===== config.mk =====
export PLATFORM = sky130hd
export DESIGN_NAME = hyb_latchup_guard
export DESIGN_NICKNAME = d
export VERILOG_FILES = /design/src/rtl/lup_pkg.sv /design/src/rtl/lup_sync.sv /design/src/rtl/lup_chan_ctrl.sv /design/src/rtl/lup_readout_seq.sv /design/src/rtl/lup_scan_status.sv /design/src/rtl/hyb_latchup_guard.sv
export SDC_FILE = /design/constraint.sdc
export NUM_CORES = 1
export LEC_CHECK = 0
export CELL_PAD_IN_SITES_DETAIL_PLACEMENT = 0
export CELL_PAD_IN_SITES_GLOBAL_PLACEMENT = 1
export CORE_MARGIN = 2
export CORE_UTILIZATION = 30
export CTS_CLUSTER_SIZE = 25
export DETAILED_ROUTE_END_ITERATION = 12
export PLACE_DENSITY = 0.78
export RECOVER_POWER = 25
export SLEW_MARGIN = 15
export SYNTH_ARGS = -nofsm -noshare
export SYNTH_HDL_FRONTEND = slang
export SYNTH_SLANG_ARGS = --single-unit

===== constraint.sdc =====
create_clock -name clk -period 5.2 [get_ports clk]
set_clock_uncertainty 0.2 [all_clocks]
set_input_delay 0.78 -clock clk [delete_from_list [all_inputs] [get_ports clk]]
set_output_delay 0.78 -clock clk [all_outputs]
set_load 0.05 [all_outputs]

===== src/rtl/lup_pkg.sv =====
package lup_pkg;

  typedef enum logic [1:0] {
    OP_NOP     = 2'b00,
    OP_ENABLE  = 2'b01,
    OP_DISABLE = 2'b10,
    OP_RSVD    = 2'b11
  } cmd_op_e;

  // Per-channel status image, power bit at the lowest position.
  typedef struct packed {
    logic byp;
    logic lat;
    logic pwr;
  } ch_stat_t;

  localparam int unsigned STAT_BITS = $bits(ch_stat_t);

endpackage


===== src/rtl/lup_sync.sv =====
module lup_sync #(
  parameter int unsigned WIDTH = 16
) (
  input  logic             clk,
  input  logic             rst_n,
  input  logic [WIDTH-1:0] d_i,
  output logic [WIDTH-1:0] q_o
);

  logic [WIDTH-1:0] meta_q;
  logic [WIDTH-1:0] sync_q;

  always_ff @(posedge clk or negedge rst_n) begin
    if (!rst_n) begin
      meta_q <= '0;
      sync_q <= '0;
    end else begin
      meta_q <= d_i;
      sync_q <= meta_q;
    end
  end

  assign q_o = sync_q;

endmodule


===== src/rtl/lup_chan_ctrl.sv =====
module lup_chan_ctrl (
  input  logic clk,
  input  logic rst_n,
  input  logic lu_s_i,
  input  logic en_cmd_i,
  input  logic dis_cmd_i,
  output logic pwr_o,
  output logic lat_o
);

  logic pwr_q, pwr_d;
  logic lat_q, lat_d;

  always_comb begin
    lat_d = lat_q;
    pwr_d = pwr_q;
    if (en_cmd_i) begin
      lat_d = 1'b0;
      pwr_d = 1'b1;
    end
    if (dis_cmd_i) pwr_d = 1'b0;
    // fault wins over any command in the same cycle
    if (lu_s_i) begin
      lat_d = 1'b1;
      pwr_d = 1'b0;
    end
  end

  always_ff @(posedge clk or negedge rst_n) begin
    if (!rst_n) begin
      pwr_q <= 1'b0;
      lat_q <= 1'b0;
    end else begin
      pwr_q <= pwr_d;
      lat_q <= lat_d;
    end
  end

  assign pwr_o = pwr_q;
  assign lat_o = lat_q;


  fault_cuts_power_chk: assert property (@(posedge clk) disable iff (!rst_n)
    lu_s_i |=> (!pwr_q && lat_q));


  no_power_while_latched_chk: assert property (@(posedge clk) disable iff (!rst_n)
    !(pwr_q && lat_q));


  latch_sticky_chk: assert property (@(posedge clk) disable iff (!rst_n)
    (lat_q && !en_cmd_i) |=> lat_q);

endmodule


===== src/rtl/lup_readout_seq.sv =====
module lup_readout_seq #(
  parameter int unsigned NUM_CH   = 16,
  parameter int unsigned SLOT_LEN = 2,
  parameter int unsigned DW       = 10,
  parameter logic [DW-1:0] FILL   = 10'h200
) (
  input  logic                 clk,
  input  logic                 rst_n,
  input  logic                 start_i,
  input  logic [NUM_CH-1:0]    byp_i,
  input  logic [NUM_CH*DW-1:0] data_i,
  output logic [NUM_CH-1:0]    rd_sel_o,
  output logic                 valid_o,
  output logic [$clog2(NUM_CH)-1:0] slot_o,
  output logic [DW-1:0]        data_o
);

  localparam int unsigned CHW = $clog2(NUM_CH);
  localparam int unsigned CW  = (SLOT_LEN > 1) ? $clog2(SLOT_LEN) : 1;
  localparam logic [CHW-1:0] LAST_SLOT = CHW'(NUM_CH - 1);
  localparam logic [CW-1:0]  LAST_CNT  = CW'(SLOT_LEN - 1);

  logic           busy_q, busy_d;
  logic [CHW-1:0] slot_q, slot_d;
  logic [CW-1:0]  cnt_q, cnt_d;
  logic           cnt_last;

  assign cnt_last = (cnt_q == LAST_CNT);

  always_comb begin
    busy_d = busy_q;
    slot_d = slot_q;
    cnt_d  = cnt_q;
    if (!busy_q) begin
      if (start_i) begin
        busy_d = 1'b1;
        slot_d = '0;
        cnt_d  = '0;
      end
    end else if (cnt_last) begin
      cnt_d = '0;
      if (slot_q == LAST_SLOT) busy_d = 1'b0;
      else                     slot_d = slot_q + 1'b1;
    end else begin
      cnt_d = cnt_q + 1'b1;
    end
  end

  always_ff @(posedge clk or negedge rst_n) begin
    if (!rst_n) begin
      busy_q <= 1'b0;
      slot_q <= '0;
      cnt_q  <= '0;
    end else begin
      busy_q <= busy_d;
      slot_q <= slot_d;
      cnt_q  <= cnt_d;
    end
  end

  always_comb begin
    for (int k = 0; k < NUM_CH; k++) begin
      rd_sel_o[k] = busy_q && (slot_q == CHW'(k)) && !byp_i[k];
    end
  end

  assign valid_o = busy_q && cnt_last;
  assign slot_o  = slot_q;
  assign data_o  = byp_i[slot_q] ? FILL : data_i[slot_q*DW +: DW];


  single_strobe_chk: assert property (@(posedge clk) disable iff (!rst_n)
    $onehot0(rd_sel_o));


  run_not_cut_chk: assert property (@(posedge clk) disable iff (!rst_n)
    (busy_q && !(valid_o && slot_q == LAST_SLOT)) |=> busy_q);


  slot_advance_chk: assert property (@(posedge clk) disable iff (!rst_n)
    (valid_o && slot_q != LAST_SLOT) |=> (slot_q == CHW'($past(slot_q) + 1'b1)));


  bypass_no_strobe_chk: assert property (@(posedge clk) disable iff (!rst_n)
    (busy_q && byp_i[slot_q]) |-> (rd_sel_o == '0));

endmodule


===== src/rtl/lup_scan_status.sv =====
module lup_scan_status #(
  parameter int unsigned WIDTH = 48
) (
  input  logic             clk,
  input  logic             rst_n,
  input  logic             capture_i,
  input  logic             shift_i,
  input  logic             sin_i,
  input  logic [WIDTH-1:0] par_i,
  output logic             sout_o
);

  logic [WIDTH-1:0] sr_q, sr_d;

  always_comb begin
    sr_d = sr_q;
    if (capture_i)    sr_d = par_i;
    else if (shift_i) sr_d = {sin_i, sr_q[WIDTH-1:1]};
  end

  always_ff @(posedge clk or negedge rst_n) begin
    if (!rst_n) sr_q <= '0;
    else        sr_q <= sr_d;
  end

  assign sout_o = sr_q[0];


  shift_move_chk: assert property (@(posedge clk) disable iff (!rst_n)
    (shift_i && !capture_i) |=> (sr_q[WIDTH-2:0] == $past(sr_q[WIDTH-1:1])));


  capture_load_chk: assert property (@(posedge clk) disable iff (!rst_n)
    capture_i |=> (sr_q == $past(par_i)));

endmodule


===== src/rtl/hyb_latchup_guard.sv =====
module hyb_latchup_guard #(
  parameter int unsigned NUM_CH   = 16,
  parameter int unsigned CTLW     = 3,
  parameter int unsigned DW       = 10,
  parameter int unsigned SLOT_LEN = 2,
  parameter logic [DW-1:0] FILL   = 10'h200
) (
  input  logic                        clk,
  input  logic                        rst_n,
  input  logic [NUM_CH-1:0]           latchup_i,
  input  logic                        cmd_valid_i,
  input  logic [1:0]                  cmd_op_i,
  input  logic [$clog2(NUM_CH)-1:0]   cmd_ch_i,
  output logic [NUM_CH-1:0]           pwr_en_o,
  input  logic [CTLW-1:0]             hyb_ctl_i,
  output logic [NUM_CH*CTLW-1:0]      hyb_ctl_o,
  input  logic                        rd_start_i,
  input  logic [NUM_CH*DW-1:0]        hyb_data_i,
  output logic [NUM_CH-1:0]           rd_sel_o,
  output logic                        rd_valid_o,
  output logic [$clog2(NUM_CH)-1:0]   rd_slot_o,
  output logic [DW-1:0]               rd_data_o,
  input  logic                        scan_capture_i,
  input  logic                        scan_shift_i,
  input  logic                        scan_in_i,
  output logic                        scan_out_o
);

  import lup_pkg::*;

  localparam int unsigned CHW = $clog2(NUM_CH);
  localparam int unsigned SW  = NUM_CH * STAT_BITS;

  // reset: asserted at once, released on the clock
  logic rst_m_q, rst_s_q, rst_core_n;

  always_ff @(posedge clk or negedge rst_n) begin
    if (!rst_n) begin
      rst_m_q <= 1'b0;
      rst_s_q <= 1'b0;
    end else begin
      rst_m_q <= 1'b1;
      rst_s_q <= rst_m_q;
    end
  end

  assign rst_core_n = rst_s_q;

  logic [NUM_CH-1:0] lu_s;
  logic [NUM_CH-1:0] pwr, lat, byp;
  logic [NUM_CH-1:0] en_cmd, dis_cmd;
  logic [SW-1:0]     stat_vec;

  lup_sync #(.WIDTH(NUM_CH)) u_sync (
    .clk   (clk),
    .rst_n (rst_core_n),
    .d_i   (latchup_i),
    .q_o   (lu_s)
  );

  always_comb begin
    for (int k = 0; k < NUM_CH; k++) begin
      en_cmd[k]  = cmd_valid_i && (cmd_ch_i == CHW'(k)) && (cmd_op_i == OP_ENABLE);
      dis_cmd[k] = cmd_valid_i && (cmd_ch_i == CHW'(k)) && (cmd_op_i == OP_DISABLE);
    end
  end

  for (genvar i = 0; i < NUM_CH; i++) begin : g_ch
    ch_stat_t st;

    lup_chan_ctrl u_ctrl (
      .clk       (clk),
      .rst_n     (rst_core_n),
      .lu_s_i    (lu_s[i]),
      .en_cmd_i  (en_cmd[i]),
      .dis_cmd_i (dis_cmd[i]),
      .pwr_o     (pwr[i]),
      .lat_o     (lat[i])
    );

    assign byp[i]   = lat[i] | ~pwr[i];
    assign st.pwr   = pwr[i];
    assign st.lat   = lat[i];
    assign st.byp   = byp[i];
    assign stat_vec[i*STAT_BITS +: STAT_BITS] = st;
    assign hyb_ctl_o[i*CTLW +: CTLW] = byp[i] ? '0 : hyb_ctl_i;


    ctl_only_live_chk: assert property (@(posedge clk) disable iff (!rst_core_n)
      (hyb_ctl_o[i*CTLW +: CTLW] != '0) |-> (pwr_en_o[i] && !lat[i]));
  end

  assign pwr_en_o = pwr;

  lup_readout_seq #(
    .NUM_CH   (NUM_CH),
    .SLOT_LEN (SLOT_LEN),
    .DW       (DW),
    .FILL     (FILL)
  ) u_seq (
    .clk      (clk),
    .rst_n    (rst_core_n),
    .start_i  (rd_start_i),
    .byp_i    (byp),
    .data_i   (hyb_data_i),
    .rd_sel_o (rd_sel_o),
    .valid_o  (rd_valid_o),
    .slot_o   (rd_slot_o),
    .data_o   (rd_data_o)
  );

  lup_scan_status #(.WIDTH(SW)) u_scan (
    .clk       (clk),
    .rst_n     (rst_core_n),
    .capture_i (scan_capture_i),
    .shift_i   (scan_shift_i),
    .sin_i     (scan_in_i),
    .par_i     (stat_vec),
    .sout_o    (scan_out_o)
  );


  fill_on_bypass_chk: assert property (@(posedge clk) disable iff (!rst_core_n)
    (rd_valid_o && !pwr_en_o[rd_slot_o]) |-> (rd_data_o == FILL));

endmodule


; ---- After elaboration in Yosys (flattened, before gate mapping)
; Cells that the tools add are included.
; W data, S select, Z words.
[word_totals]
word_cells = 357
out_inout_bits = 96
reg_bits = 120
[op_classes]
n_shift = 1
magnitude_cmp = 1
bitwise = 32
muxes = 112
n_eq_ne = 34
n_reduce_logical = 134
mul = 1
addsub = 2
[ops]
columns = operator, n
row1 = $shiftx A160 B9 Y10, 1
row2 = $mux W48, 2
row3 = $mux W1, 88
row4 = $logic_and A1 B1 Y1, 81
row5 = $eq A4 B4 Y1 const B, 16
row6 = $mux W3, 16
row7 = $reduce_bool A3 Y1, 16
row8 = $reduce_bool A2 Y1, 18
row9 = $eq A4 B3 Y1 const B, 8
row10 = $eq A4 B2 Y1 const B, 4
row11 = $logic_not A1 Y1, 16
row12 = $mux W4, 4
row13 = $not A1 Y1, 16
row14 = $or A1 B1 Y1, 16
row15 = $mux W10, 1
row16 = $eq A4 B1 Y1 const B, 2
row17 = $logic_not A4 Y1, 2
row18 = $mul A4 B3 Y7 const B, 1
row19 = $lt A4 B5 Y1 const B, 1
row20 = $add A4 B1 Y4 const B, 1
row21 = $bmux W1 S4, 1
row22 = $ne A2 B2 Y1 const B, 2
row23 = $reduce_and A3 Y1, 1
row24 = $eq A2 B1 Y1 const B, 1
row25 = 2 further kinds, 2

; ---- Longest topological paths before layout
[logic_depth]
depth_word = 6
ltp_mapped = 6
depth_no_buf = 5

; ---- Modules after synthesis
; A second synthesis with hierarchy kept.
[unflattened]
hier_cells = 649
hier_area_um2 = 7009.2
[by_module_without_submodules]
columns = mod, area_each_um2, instances, seq_area_each_um2, cells_per_inst
row1 = lup_scan_status, 2239.6, 1, 1201.2, 208
row2 = lup_readout_seq, 1823.0, 1, 150.1, 159
row3 = lup_chan_ctrl, 75.1, 16, 50.0, 6
row4 = hyb_latchup_guard, 944.7, 1, 50.0, 154
row5 = lup_sync, 800.8, 1, 800.8, 32

; ---- Worst setup path before layout
; Ideal clock, no wire load.
[synth_path]
path_type = register to output
from = reg u_seq.slot_q[1] (netlist: u_seq.slot_o[1])
to = out rd_sel_o[1]
arrival_ps = 2826
stages_incl_launch_ff = 7
setup_slack_ps = 1394
cell_sequence = dfrtp_1 > buf_2 > buf_2 > inv_2 > ha_1 > nand2_1 > nor4_1
[synth_between]
elab_chain_len = 3
[synth_lines]
columns = item, line_no
row1 = from (decl), lup_readout_seq.sv:24  ; logic [CHW-1:0] slot_q, slot_d;
row2 = from (signal assigned), lup_readout_seq.sv:56  ; slot_q <= slot_d;
row3 = $eq A4 B1 Y1, lup_readout_seq.sv:63  ; rd_sel_o[k] = busy_q && (slot_q == CHW'(k)) && !byp_i[k];
row4 = $logic_and A1 B1 Y1 (2 in a row), lup_readout_seq.sv:63
row5 = to (decl), hyb_latchup_guard.sv:19  ; output logic [NUM_CH-1:0] rd_sel_o,
; No other way between the ends.

; ---- Worst setup path after layout
[layout_path]
from = reg u_seq.slot_q[1] (netlist: u_seq.slot_o[1])
to = out rd_data_o[8]
[layout_between]
elab_chain_len = 3
[layout_lines]
columns = item, line_no
row1 = $mul A4 B3 Y7 or $bmux W1 S4 (tied branches), lup_readout_seq.sv:69  ; assign data_o = byp_i[slot_q] ? FILL : data_i[slot_q*DW +: DW];
row2 = $shiftx A160 B9 Y10 or $mux W1 (tied branches), lup_readout_seq.sv:69
row3 = $mux W10 (*), lup_readout_seq.sv:69
row4 = to (decl), hyb_latchup_guard.sv:22  ; output logic [DW-1:0] rd_data_o,
; Every way passes the cells marked *; elsewhere a longest branch is shown, timed or not. The select of a mux whose other input is x is not followed.

==> flow_metrics.py <==
metrics = {
    "status": {
        "outcome": "finished, violations left",
        "failed_checks": "capacitance limit, slew limit",
    },
    "sta": {
        "fin_worst_hold_slack_ns": 0.1456,
        "timing.final.crit_share_pct": 86.37,
        "rsz0062_at_grt": "false",
        "slew_headroom_pct": -68.53,
        "finalWorstPathRequiredPeriod_ns": 4.491,
        "setup_viol_count_final": 0,
        "post-route-worst-setup-slack_ns": 0.7089,
        "timing_worst_slew_pin_value_ns": 2.528,
        "timing.fmax_ghz": 0.2227,
        "setup-tns-final_ns": 0,
        "hold_viol_final": 0,
        "final_number_of_max_transition_violations": 65,
    },
    "final_layout": {
        "finalNonFillerCells": 1180,
        "layout-area-overhead-vs-synth_pct": 53.56,
        "antenna_cells_inserted": 0,
        "footprint_of_the_multi_input_gates_sq_mm": 0.003445,
        "layout.core_utilization_pct": 47.29,
        "seqCellArea_sq_mm": 0.003005,
        "fin_nets": 1085,
        "layout.cell_area.non_filler_sq_mm": 0.01039,
        "ratio_of_cells_with_drive_above_1_in_the_final_layout_pct": 9.889,
        "layout.filler_cells": 2028,
    },
    "die": {
        "number_of_placed_i_o_pins": 288,
        "fp.coreArea_sq_mm": 0.02196,
        "floorplan.die_area_sq_mm": 0.02376,
        "starting_density_pct": 30.80,
        "die_y_microns": 154.1,
        "placement_rows": 54,
        "die_span_in_x_microns": 154.1,
    },
    "routing": {
        "via_per_inst": 5.066,
        "routed_wire_length_per_instance_microns": 20.49,
        "detail_route.first_pass.iterations": 4,
        "antenna_violating_nets_post_route": 0,
        "drt_drc": 0,
        "num_vias": 5978,
        "wirelength_microns": 24180,
        "dr.first_iter.drc_count": 516,
    },
    "cts": {
        "clockBufferDepth": 2,
        "cts_sinks": 120,
        "cts_tree": "done",
        "cts-root-buf": "sky130_fd_sc_hd__clkbuf_16",
        "insertion_delay_ns": 0.41,
        "post_cts.resized_instances": 0,
        "ctsHoldBuffers": 0,
        "htree_num_levels": 4,
        "post_cts_setup_inserts": 0,
        "clk_pin_slew_ns": 0.05,
        "cts_made_buffers": 17,
    },
    "synth": {
        "ys_seq_area_share_pct": 44.40,
        "cell_area_after_synthesis_sq_mm": 0.006763,
        "ys_types": 37,
        "synth_top_flop_cell": "sky130_fd_sc_hd__dfrtp_1",
        "synthesis.yosys.warnings": 0,
        "postSynthNetCount": 824,
        "syn_area_per_cell_sq_um": 10.77,
        "yosys-top-cells-area": "sky130_fd_sc_hd__dfrtp_1 44%, sky130_fd_sc_hd__mux4_2 13%, sky130_fd_sc_hd__mux2i_1 7.1%, sky130_fd_sc_hd__and2_1 4.7%, sky130_fd_sc_hd__nand2_1 4.3%",
        "synth_edf_count": 0,
        "async_sr_flop_fraction_pct": 100.0,
        "synth_top_cell_by_area": "sky130_fd_sc_hd__dfrtp_1",
        "yosysTopAreaCellShare_pct": 44.40,
        "post_synth_inst_count": 628,
        "postSynthRegisterBits": 120,
    },
    "worst_setup_path": {
        "critPathRequiredTime_ns": 4.22,
        "worstPathMaxFanout": 36,
        "reg2reg_slack_ns": 2.16,
        "crit_family": "compound AO/OA/AOI/OAI gates",
        "critical_path_class": "register to output pin",
        "cp_slowest_cell": "sky130_fd_sc_hd__clkdlybuf4s50_1",
        "crit_path_cell_trace": "nand2_1 -> o221ai_1 -> o22ai_1 -> a211oi_1 -> clkdlybuf4s50_1",
        "timing.reg2reg.worst_path_depth": 1,
        "timing.rr.start": "rst_core_n",
        "start_kind": "register",
        "cp.arrival_ns": 3.51,
        "worstSetupPathDepth": 5,
        "worstSetupStartpoint": "u_seq.slot_o[1]",
        "max_stage_delay_ns": 0.91,
        "worst_r2r_endpoint": "u_scan.sr_q[8]",
        "worst-path-buf-inv": 1,
        "end_of_the_critical_path": "rd_data_o[8]",
        "crit_path_end_kind": "output pin",
    },
    "global_route": {
        "grt_pass1_vias": 6305,
        "global_route_total_overflow": 0,
        "grt_first_pass_wirelength_microns": 37690,
        "grt_start_max_net_pins": 73,
        "global_route.usage.met1_pct": 29.83,
        "gr-usage-all-layers_pct": 20.89,
        "global_route.usage.met3_pct": 4.961,
        "top_usage_layer": "met2",
        "groute.layer.met2.usage_pct": 32.27,
        "antenna_found_initial": 1,
    },
    "pwr": {
        "reported_leakage_power_nw": 3.981,
        "powerDensity_mw_per_mm2": 386.9,
        "power.total_mw": 4.018,
        "vdd.ir_drop.worst_uv": 244.2,
    },
    "placement": {
        "place.port_buffers": 287,
        "place_worst_setup_slack_ns": 1.119,
        "dp_hpwl_microns": 18950,
        "dpl-instance-area_sq_mm": 0.009768,
        "place_congestion": 0.8722,
        "dp_cells": 1150,
    },
    "hold_path": {
        "hold_path.startpoint": "u_sync.meta_q[4]",
        "worst_min_delay_path_category": "register to register",
    },
    "job": {
        "cap_violations": 1,
    },
}
worst min-delay path by stage:
stage,end,slack (ns),cells past startpoint
2_1_floorplan,rst_core_n,0.13,0
3_5_place_dp,u_sync.q_o[4],0.14,0
6_report,u_sync.q_o[4],0.15,0
5_1_grt,u_sync.q_o[14],0.15,0
3_3_place_gp,u_sync.q_o[3],0.13,0
4_1_cts,u_sync.q_o[4],0.15,0
Yosys cell counts (10+ instances only):
library cell               count
sky130_fd_sc_hd__nand2b_1     22
sky130_fd_sc_hd__nor2_1       10
sky130_fd_sc_hd__buf_4        21
sky130_fd_sc_hd__nand2_1      78
sky130_fd_sc_hd__nor3_1       14
sky130_fd_sc_hd__mux2i_1      48
sky130_fd_sc_hd__a21o_1       16
sky130_fd_sc_hd__clkbuf_1     22
sky130_fd_sc_hd__a211oi_1     26
sky130_fd_sc_hd__o21ai_1      44
sky130_fd_sc_hd__mux4_2       40
sky130_fd_sc_hd__and2_1       51
sky130_fd_sc_hd__nor2b_1      19
sky130_fd_sc_hd__a22oi_1      20
sky130_fd_sc_hd__dfrtp_1     120
sky130_fd_sc_hd__a21oi_1      22
flip-flops by register name (all words and copies together), names as in the netlist:
register and flops:
g_ch.u_ctrl.lat_o 16, g_ch.u_ctrl.pwr_o 16, rst_core_n 1, rst_m_q 1, u_scan.sr_q 48, u_seq.busy_q 1, u_seq.cnt_last 1, u_seq.slot_o 4
u_sync.meta_q 16, u_sync.q_o 16
report_power, final:
| group | internal, mW | switching (mW) |
|---|---|---|
| combinational | 0.738 | 0.879 |
| sequential | 1.00 | 0.169 |
| clock | 0.833 | 0.397 |
| total | 2.57 | 1.45 |
layout make-up:
cell class	instances	share of cell area (%)
Multi-Input combinational cell	448	33.17
Clock inverter	8	1.410
Tap cell	280	3.373
Timing Repair Buffer	299	28.43
Sequential cell	120	28.94
Clock buffer	22	4.566
Inverter	3	0.1084
kinds of logic (layout without fill, tap and decap cells):
kind of cell    after synthesis  count (layout)  share of synthesized area (%)
compound gates              142             142                          13.17
fa+ha+maj                     4               4                         0.7401
buf+inv                      60             332                          4.662
flops                       120             120                          44.40
mux                          89              89                          20.59
other cells                   1               1                        0.05545
simple gates                212             212                          16.37
placed cells by master, fill, tap and decap left out, types with 14 or more instances in the layout:
cell	instances
sky130_fd_sc_hd__a21oi_1	22
sky130_fd_sc_hd__and2_1	51
sky130_fd_sc_hd__nor2b_1	19
sky130_fd_sc_hd__nand2_1	78
sky130_fd_sc_hd__mux2i_1	48
sky130_fd_sc_hd__nand2b_1	22
sky130_fd_sc_hd__clkdlybuf4s50_1	268
sky130_fd_sc_hd__clkbuf_16	17
sky130_fd_sc_hd__mux4_2	40
sky130_fd_sc_hd__o21ai_1	44
sky130_fd_sc_hd__dlygate4sd3_1	17
sky130_fd_sc_hd__a22oi_1	20
sky130_fd_sc_hd__dfrtp_1	118
sky130_fd_sc_hd__a21o_1	16
sky130_fd_sc_hd__nor3_1	14
sky130_fd_sc_hd__a211oi_1	26
per-layer routing:
metal	vias up	share of wire, %
met5	-	0.054
met4	2	1.1
met3	24	5.2
met2	194	47
met1	2960	47
li1	2798	-
Power figures use the tool's default switching activity.
